File: src/rtl/pwrkey_pkg.sv
// Package: shared register offsets and widths for the power-key peripheral.
// Assumes byte-wide registers inside a 256-byte window.
package pwrkey_pkg;
    localparam int DATA_W = 8;
    localparam int WIN_W  = 8;

    typedef logic [DATA_W-1:0] byte_t;
    typedef logic [WIN_W-1:0]  offset_t;

    localparam offset_t OFF_LEVEL   = 8'h10;
    localparam offset_t OFF_IRQ_EN  = 8'h15;
    localparam offset_t OFF_PENDING = 8'h18;
    localparam offset_t OFF_PULL    = 8'h70;
    localparam offset_t OFF_DBNC    = 8'h71;

    localparam byte_t RST_PULL = 8'h02;
    localparam byte_t RST_DBNC = 8'h07;
endpackage

File: src/rtl/pwrkey_sync.sv
// Module: multi-flop synchronizer for one asynchronous bit.
// Assumes the input may change at any time. Every stage resets to RESET_VAL.
module pwrkey_sync #(
    parameter int   STAGES    = 2,
    parameter logic RESET_VAL = 1'b1
) (
    input  logic clk,
    input  logic rst_n,
    input  logic d,
    output logic q
);
    logic [STAGES-1:0] chain;

    generate
        for (genvar i = 0; i < STAGES; i++) begin : g_stage
            // Shift the sampled bit one stage further on each edge.
            always_ff @(posedge clk) begin
                if (!rst_n) begin
                    chain[i] <= RESET_VAL;
                end else if (i == 0) begin
                    chain[i] <= d;
                end else begin
                    chain[i] <= chain[(i == 0) ? 0 : i-1];
                end
            end
        end
    endgenerate

    assign q = chain[STAGES-1];
endmodule

File: src/rtl/pwrkey_debounce.sv
// Module: debounce timer. The output follows the input only after the input
// has differed from it for UNIT_CYCLES << code consecutive cycles.
// Assumes the input is already synchronous. The code is sampled live, so a
// code change also applies to a count in progress.
module pwrkey_debounce #(
    parameter int UNIT_CYCLES = 512,
    parameter int CODE_W      = 3
) (
    input  logic              clk,
    input  logic              rst_n,
    input  logic              level_in,
    input  logic [CODE_W-1:0] code,
    output logic              level_out,
    output logic              flip
);
    localparam int MAX_LIMIT = UNIT_CYCLES << ((1 << CODE_W) - 1);
    localparam int CNT_W     = $clog2(MAX_LIMIT + 1);

    logic [CNT_W-1:0] cnt;
    logic [CNT_W-1:0] limit;
    logic             differ;

    // Work out the settle length for the selected code.
    always_comb begin
        limit = CNT_W'(UNIT_CYCLES) << code;
    end

    assign differ = (level_in != level_out);
    assign flip   = differ && (cnt >= limit - CNT_W'(1));

    // Count while the input differs; clear on a match or when the output flips.
    always_ff @(posedge clk) begin
        if (!rst_n) begin
            cnt <= '0;
        end else if (!differ || flip) begin
            cnt <= '0;
        end else begin
            cnt <= cnt + CNT_W'(1);
        end
    end

    // Take the new level once it has settled; the reset state is released.
    always_ff @(posedge clk) begin
        if (!rst_n) begin
            level_out <= 1'b1;
        end else if (flip) begin
            level_out <= level_in;
        end
    end
endmodule

File: src/rtl/pwrkey_regs.sv
// Module: register window. Decodes a 256-byte window at BASE_ADDR, holds the
// control registers and the sticky pending flag.
// Assumes one write per cycle. Reads are combinational.
module pwrkey_regs
    import pwrkey_pkg::*;
#(
    parameter int              ADDR_W    = 16,
    parameter logic [ADDR_W-1:0] BASE_ADDR = 16'h0800,
    parameter int              CODE_W    = 3
) (
    input  logic              clk,
    input  logic              rst_n,
    input  logic [ADDR_W-1:0] addr,
    input  logic              wr_en,
    input  byte_t             wdata,
    output byte_t             rdata,
    input  logic              level,
    input  logic              flip,
    output logic              pullup_en,
    output logic [CODE_W-1:0] dbnc_code,
    output logic              irq_en,
    output logic              pending
);
    logic    in_win;
    offset_t off;
    byte_t   dbnc_q;
    logic    wr_pull, wr_dbnc, wr_en_irq, wr_pend;

    assign in_win = (addr[ADDR_W-1:WIN_W] == BASE_ADDR[ADDR_W-1:WIN_W]);
    assign off    = addr[WIN_W-1:0];

    assign wr_pull   = wr_en && in_win && (off == OFF_PULL);
    assign wr_dbnc   = wr_en && in_win && (off == OFF_DBNC);
    assign wr_en_irq = wr_en && in_win && (off == OFF_IRQ_EN);
    assign wr_pend   = wr_en && in_win && (off == OFF_PENDING);

    // Pull-up enable bit; only bit 1 is stored.
    always_ff @(posedge clk) begin
        if (!rst_n) begin
            pullup_en <= RST_PULL[1];
        end else if (wr_pull) begin
            pullup_en <= wdata[1];
        end
    end

    // Debounce control byte, kept whole for read-modify-write.
    always_ff @(posedge clk) begin
        if (!rst_n) begin
            dbnc_q <= RST_DBNC;
        end else if (wr_dbnc) begin
            dbnc_q <= wdata;
        end
    end

    // Interrupt enable bit.
    always_ff @(posedge clk) begin
        if (!rst_n) begin
            irq_en <= 1'b0;
        end else if (wr_en_irq) begin
            irq_en <= wdata[0];
        end
    end

    // Sticky pending flag: a level change wins over a clear in the same cycle.
    always_ff @(posedge clk) begin
        if (!rst_n) begin
            pending <= 1'b0;
        end else if (flip) begin
            pending <= 1'b1;
        end else if (wr_pend && wdata[0]) begin
            pending <= 1'b0;
        end
    end

    assign dbnc_code = dbnc_q[CODE_W-1:0];

    // Read mux; unmapped offsets and foreign addresses read zero.
    always_comb begin
        rdata = '0;
        if (in_win) begin
            case (off)
                OFF_LEVEL:   rdata = {7'b0, level};
                OFF_IRQ_EN:  rdata = {7'b0, irq_en};
                OFF_PENDING: rdata = {7'b0, pending};
                OFF_PULL:    rdata = {6'b0, pullup_en, 1'b0};
                OFF_DBNC:    rdata = dbnc_q;
                default:     rdata = '0;
            endcase
        end
    end
endmodule

File: src/rtl/pwrkey_monitor.sv
// Module: top of the power-key peripheral. It chains the synchronizer, the
// debounce timer and the register window, and drives the interrupt.
// Assumes clk is the slow timer clock and that the key line is asynchronous.
module pwrkey_monitor
    import pwrkey_pkg::*;
#(
    parameter int                ADDR_W      = 16,
    parameter logic [ADDR_W-1:0] BASE_ADDR   = 16'h0800,
    parameter int                UNIT_CYCLES = 512,
    parameter int                CODE_W      = 3,
    parameter int                SYNC_STAGES = 2
) (
    input  logic              clk,
    input  logic              rst_n,
    input  logic              key_n_raw,
    input  logic [ADDR_W-1:0] reg_addr,
    input  logic              reg_wr_en,
    input  logic [7:0]        reg_wdata,
    output logic [7:0]        reg_rdata,
    output logic              pullup_en,
    output logic              key_irq
);
    logic              key_sync;
    logic              level_db;
    logic              level_flip;
    logic [CODE_W-1:0] dbnc_code;
    logic              irq_en;
    logic              irq_pending;

    pwrkey_sync #(.STAGES(SYNC_STAGES), .RESET_VAL(1'b1)) u_sync (
        .clk   (clk),
        .rst_n (rst_n),
        .d     (key_n_raw),
        .q     (key_sync)
    );

    pwrkey_debounce #(.UNIT_CYCLES(UNIT_CYCLES), .CODE_W(CODE_W)) u_dbnc (
        .clk       (clk),
        .rst_n     (rst_n),
        .level_in  (key_sync),
        .code      (dbnc_code),
        .level_out (level_db),
        .flip      (level_flip)
    );

    pwrkey_regs #(.ADDR_W(ADDR_W), .BASE_ADDR(BASE_ADDR), .CODE_W(CODE_W)) u_regs (
        .clk       (clk),
        .rst_n     (rst_n),
        .addr      (reg_addr),
        .wr_en     (reg_wr_en),
        .wdata     (reg_wdata),
        .rdata     (reg_rdata),
        .level     (level_db),
        .flip      (level_flip),
        .pullup_en (pullup_en),
        .dbnc_code (dbnc_code),
        .irq_en    (irq_en),
        .pending   (irq_pending)
    );

    assign key_irq = irq_pending & irq_en;
endmodule

File: config.mk
export PLATFORM = sky130hd
export DESIGN_NAME = pwrkey_monitor
export DESIGN_NICKNAME = d
export VERILOG_FILES = /design/src/rtl/pwrkey_pkg.sv /design/src/rtl/pwrkey_sync.sv /design/src/rtl/pwrkey_debounce.sv /design/src/rtl/pwrkey_regs.sv /design/src/rtl/pwrkey_monitor.sv
export SDC_FILE = /design/constraint.sdc
export NUM_CORES = 1
export LEC_CHECK = 0
export BUFFER_PORTS_ARGS = -buffer_cell sky130_fd_sc_hd__clkbuf_2
export CAP_MARGIN = 15
export CELL_PAD_IN_SITES_DETAIL_PLACEMENT = 1
export CELL_PAD_IN_SITES_GLOBAL_PLACEMENT = 2
export CORE_MARGIN = 4
export CORE_UTILIZATION = 34
export CTS_CLUSTER_SIZE = 25
export DETAILED_ROUTE_END_ITERATION = 12
export HOLD_SLACK_MARGIN = 0.06
export PLACE_DENSITY_LB_ADDON = 0.1
export SLEW_MARGIN = 15
export SYNTH_ARGS = -nofsm -noshare
export SYNTH_HDL_FRONTEND = slang
export SYNTH_HIERARCHICAL = 1
export SYNTH_SLANG_ARGS = --single-unit
File: constraint.sdc
create_clock -name clk -period 9 [get_ports clk]
set_clock_uncertainty 0.2 [all_clocks]
set_input_delay 0.45 -clock clk [delete_from_list [all_inputs] [get_ports clk]]
set_output_delay 0.45 -clock clk [all_outputs]
set_load 0.005 [all_outputs]
==> Yosys cells after proc, flatten, opt, wreduce, memory -nomap -nowiden <==
Cells that the tools add are included.
{ "word_totals": {"in_bits": 28, "word_cells": 36, "out_inout_bits": 10, "regBits": 31} }
{ "op_classes": {"bitwise": 2, "mux": 4, "n_eq_ne": 7, "magnitude_cmp": 1, "addsub": 2, "n_shift": 1, "reduce_logical": 11} }
{ "ops": {"columns": ["cell", "n"], "rows": [
  ["$pmux W8 S5", 1],
  ["$eq A8 B5 Y1 const B", 3],
  ["$add A17 B1 Y17 const B", 1],
  ["$ge A17 B17 Y1", 1],
  ["$shl A10 B3 Y17 const A", 1],
  ["$sub A17 B1 Y17 const B", 1],
  ["$eq A8 B7 Y1 const B", 2],
  ["$eq A8 B4 Y1 const B", 1],
  ["$mux W8", 1],
  ["$logic_and A1 B1 Y1", 7],
  ["$mux W1", 2],
  ["$reduce_bool A2 Y1", 1],
  ["$reduce_or A2 Y1", 1],
  ["$and A1 B1 Y1", 1],
  ["$logic_not A1 Y1", 1],
  ["$logic_or A1 B1 Y1", 1],
  ["$ne A1 B1 Y1", 1],
  ["$not A1 Y1", 1]
]} }

==> Logic depth before layout (Yosys ltp) <==
{ "logic_depth": {"word_depth": 6, "mapped_depth": 16} }

==> Hierarchy <==
The synthesis kept the hierarchy.
{ "modules_own_cells": {"columns": ["mod", "seq_area_each_um2", "cells_per_inst", "n_inst", "area_each_um2"], "rows": [
  ["pwrkey_debounce", 360.3, 123, 1, 1041.0],
  ["pwrkey_regs", 220.2, 89, 1, 700.7],
  ["pwrkey_sync", 40.0, 4, 1, 52.6],
  ["pwrkey_monitor", 0.0, 1, 1, 6.3]
]} }

==> Worst setup path before layout <==
No wires, ideal clock.
{ "synth_path": {"kind": "register -> register", "start": "reg u_regs.dbnc_q[1]", "end": "reg u_dbnc.level_out", "path_slack_ns": 6.058, "arrival_time_ns": 2.623, "synth_period_minus_slack_ns": 2.942, "required_ns": 8.680, "path_stages_with_launch": 14, "path_cell_list": "dfxtp_1 -> buf_4 -> or3_1 -> ha_1 -> clkbuf_1 -> xor2_1 -> nor2_1 -> a21oi_1 -> ha_1 -> nand4_1 -> nor3_1 -> nand4_2 -> and3_1 -> a211o_1"} }
{ "synth_between": {"elab_chain_len": 4} }
{ "synth_rtl": {"columns": ["element", "line", "source"], "rows": [
  ["start, declared", "pwrkey_regs.sv:26", "byte_t dbnc_q;"],
  ["start signal, assigned", "pwrkey_regs.sv:51", "dbnc_q <= wdata;"],
  ["$shl A10 B3 Y17", "pwrkey_debounce.sv:25", "limit = CNT_W'(UNIT_CYCLES) << code;"],
  ["$sub A17 B1 Y17", "pwrkey_debounce.sv:29", "assign flip = differ && (cnt >= limit - CNT_W'(1));"],
  ["$ge A17 B17 Y1", "pwrkey_debounce.sv:29", null],
  ["$logic_and A1 B1 Y1", "pwrkey_debounce.sv:29", null],
  ["end signal, assigned", "pwrkey_debounce.sv:47", "level_out <= level_in;"],
  ["end, declared", "pwrkey_debounce.sv:13", "output logic level_out,"]
]} }
Every way passes these cells.
A chain may end at the register's enable or synchronous reset.

==> Final worst setup path <==
{ "layout_path": {"start": "reg u_regs.dbnc_q[0]", "end": "reg u_dbnc.cnt[6]"} }
{ "layout_between": {"elab_chain_len": 6} }
{ "layout_rtl": {"columns": ["element", "line", "source"], "rows": [
  ["$shl A10 B3 Y17", "pwrkey_debounce.sv:25", null],
  ["$sub A17 B1 Y17", "pwrkey_debounce.sv:29", null],
  ["$ge A17 B17 Y1", "pwrkey_debounce.sv:29", null],
  ["$logic_and A1 B1 Y1", "pwrkey_debounce.sv:29", null],
  ["$logic_or A1 B1 Y1", "pwrkey_debounce.sv:35", "end else if (!differ || flip) begin"],
  ["$reduce_or A2 Y1 (no source line)", null, null],
  ["end signal, assigned", "pwrkey_debounce.sv:38", "cnt <= cnt + CNT_W'(1);"],
  ["end, declared", "pwrkey_debounce.sv:19", "logic [CNT_W-1:0] cnt;"]
]} }
Every way passes these cells.

==> out/metrics.cfg <==
[run_status]
outcome = finished clean

[synthesis]
synth_top_cell_area_share_pct = 34.5
synth.avg_cell_area_um2 = 8.30
synth-seq-area-share_pct = 34.5
synth_seq_cells = 31
synthDistinctLibCells = 39
synthTopCellsByArea = dfxtp_1, ha_1, nor2_1, xor2_1, a21oi_1
syn-cell-area_mm2 = 0.00180
synth_nets = 255
synth_edf_count = 0
yosys_warnings = 6
synthArstFlopShare_pct = 0
synth_ff_type = dfxtp_1
synth_area_leader_cell = dfxtp_1
syn_inst = 217

[layout]
layout-drive-gt1-share_pct = 21.7
final_cell_mix = clkbuf_2, dfxtp_1, nor2_1
final_nets = 291
nFillCells = 656
finalInstanceArea_mm2 = 0.00210
final_common_cell = clkbuf_2
ff_latch_area_um2 = 621
multi_input_area_mm2 = 0.00110
antenna_cells = 0
area_growth_syn_to_layout_pct = 16.9

[clock_tree]
htree_num_levels = 2
cts.sinks = 31
cts_hold_repair.buffers = 0
ctsResizeCount = 0
clock-root-buffer = clkbuf_8
numCtsBuffers = 5
cts_tree = yes
cts_setup_buffers = 0
clk_path_buf_depth = 2
clk_latency_ps = 280
clk_pin_slew_ps = 70

[routing]
vias = 1576
detail-route-antenna-nets = 0
first_pass_iters = 4
avgRoutedWirePerCell_um = 13.1
wl_um = 4240
via_per_inst = 4.86
drc_errors = 0
drt_iter0_markers = 42

[placed_design]
post-place-ws_ps = 5890
dp_hpwl_um = 3380
place.gp.congestion = 0.709
numPortBuffers = 37
place_area_mm2 = 0.00202

[power_and_ir_drop]
power_uw = 260
combPwrFrac_pct = 5.7
max-vdd-ir-drop_mv = 0.0688
powerDensity_mw_per_mm2 = 123
total_leakage_power_uw = 0.000862
seq_power_share_pct = 53.2
swShare_pct = 23.6
clkPwrFrac_pct = 41.1
intPower_uw = 198
power.switching_uw = 61.3

[job]
drv_cap = 0

[sta]
rsz0062_at_grt = false
tns_ps = 0
report.final.slew_viol_count = 0
min_period_over_period_pct = 33.8
fin_ws_ps = 5960
max_freq_ghz = 0.329
finalSetupViolCount = 0
hold_violations = 0
min_period_ps = 3040
whs_ps = 154

[critical_path]
arrival_ps = 3050
crit_type = register to register
required_ps = 9010
path_cells = or3_1 > ha_1 > xor2_1 > nor2_1 > a21oi_1 > ha_1 > nand4_1 > inv_1 > a21oi_1 > nand4_2 > nor2_1
rr_worst_depth = 11
setup.worst_path.start_class = register
r2r-start = u_regs/dbnc_q[0]
crit_path_max_fanout = 17
rrSetupSlack_ps = 5960
slowest_delay_ps = 450
cp-end-kind = register
cp-startpoint = u_regs/dbnc_q[0]
cpMaxStageDelayCell = nand4_2

[floorplan]
start_util_pct = 35.3
dieWidth_um = 80.8
die_h_um = 80.8
die_area_mm2 = 0.00652
ioPinCount = 38
num_rows = 26
coreArea_mm2 = 0.00511

[grt]
overflow = 0
antenna_found_initial = 0
grt_max_degree = 18
grtUsageTotal_pct = 14.1
busiest_layer = met2
use_met1_pct = 19.9
grt_pass1_wl_um = 7250
met2_usage_pct = 21.4
grtUsageMet3_pct = 2.66
grt_pass1_vias = 1532

[min_path]
hold_start = key_n_raw
hp-class = primary input to register
min_path_cells = 2

==> final timing paths <==
check / end
worst max register to register: u_dbnc/cnt[6]
worst max-delay path: u_dbnc/cnt[6]
worst min register to register: u_sync/q
worst min-delay path: u_sync/chain[0]
==> logic make-up after synthesis <==
group | synth area share (%)
AND/OR/NAND/NOR | 32.2
AO/OA/AOI/OAI | 12.2
flip-flops | 34.5
XOR/XNOR | 8.76
buffers and inverters | 4.66
adder cells (fa/ha/maj) | 6.95
other | 0.208
multiplexers | 0.556
==> flip-flops by register name (all words and copies together), names as in the netlist <==
name and count:
u_sync/q 1, u_dbnc/level_out 1, u_sync/chain 1, u_regs/irq_en 1, u_regs/pullup_en 1, u_regs/pending 1, u_regs/dbnc_q 8, u_dbnc/cnt 17
==> power by group through the flow <==
stage	clock, uW	sequential (uW)	combinational (uW)
3_3_place_gp	0	141	14.9
5_1_grt	118	138	16.7
6_report	107	138	14.8
4_1_cts	111	138	15.1
2_1_floorplan	0	141	5.49
3_5_place_dp	0	141	15.0
==> final cells by class <==
class / instances / share of cell area, %
multi-input combinational: 170 / 52.1
sequential: 31 / 29.5
timing repair buffer: 37 / 8.80
clock buffer: 6 / 3.45
tap: 70 / 4.16
inverter: 8 / 1.43
clock inverter: 2 / 0.595
==> Yosys cell counts (2+ instances only) <==
cell type   n
o21ai_1     3
nand2_1    16
buf_4       6
xor2_1     12
and4_1      4
nand4_1     4
a21oi_1    16
inv_1       8
a21o_1      2
xnor2_1     6
or3_1       2
nand4_2     3
o21ai_0     9
nor4b_2     2
nand3_1    13
dfxtp_1    31
and3_1      4
ha_1       10
and2_1      8
o211ai_1    2
nand2b_1    3
nor3_1      8
nor2_1     29
==> through the flow <==
step                      cells  util (%)
after global routing        324      41.2
final                       324      41.2
after CTS                   324      41.2
after floorplan             217         -
after detailed placement    316      39.5
after global placement      316      39.5
==> critical path: cells and delay by family, from the launching register on <==
family / cells / cell delay, ps
adders and majority gates: 2 / 570
DFF: 1 / 380
buffers and inverters: 1 / 50
AOI/OAI and AO/OA: 2 / 290
and+or+nand+nor: 5 / 1290
xor gates and xnor gates: 1 / 180
==> per-layer routing <==
layer | share of wire [%] | vias up
met5 | 0 | -
met1 | 51 | 728
li1 | - | 827
met2 | 45 | 17
met3 | 2.6 | 4
met4 | 1.0 | 0
Note: power is estimated with default switching activity, not from simulation.
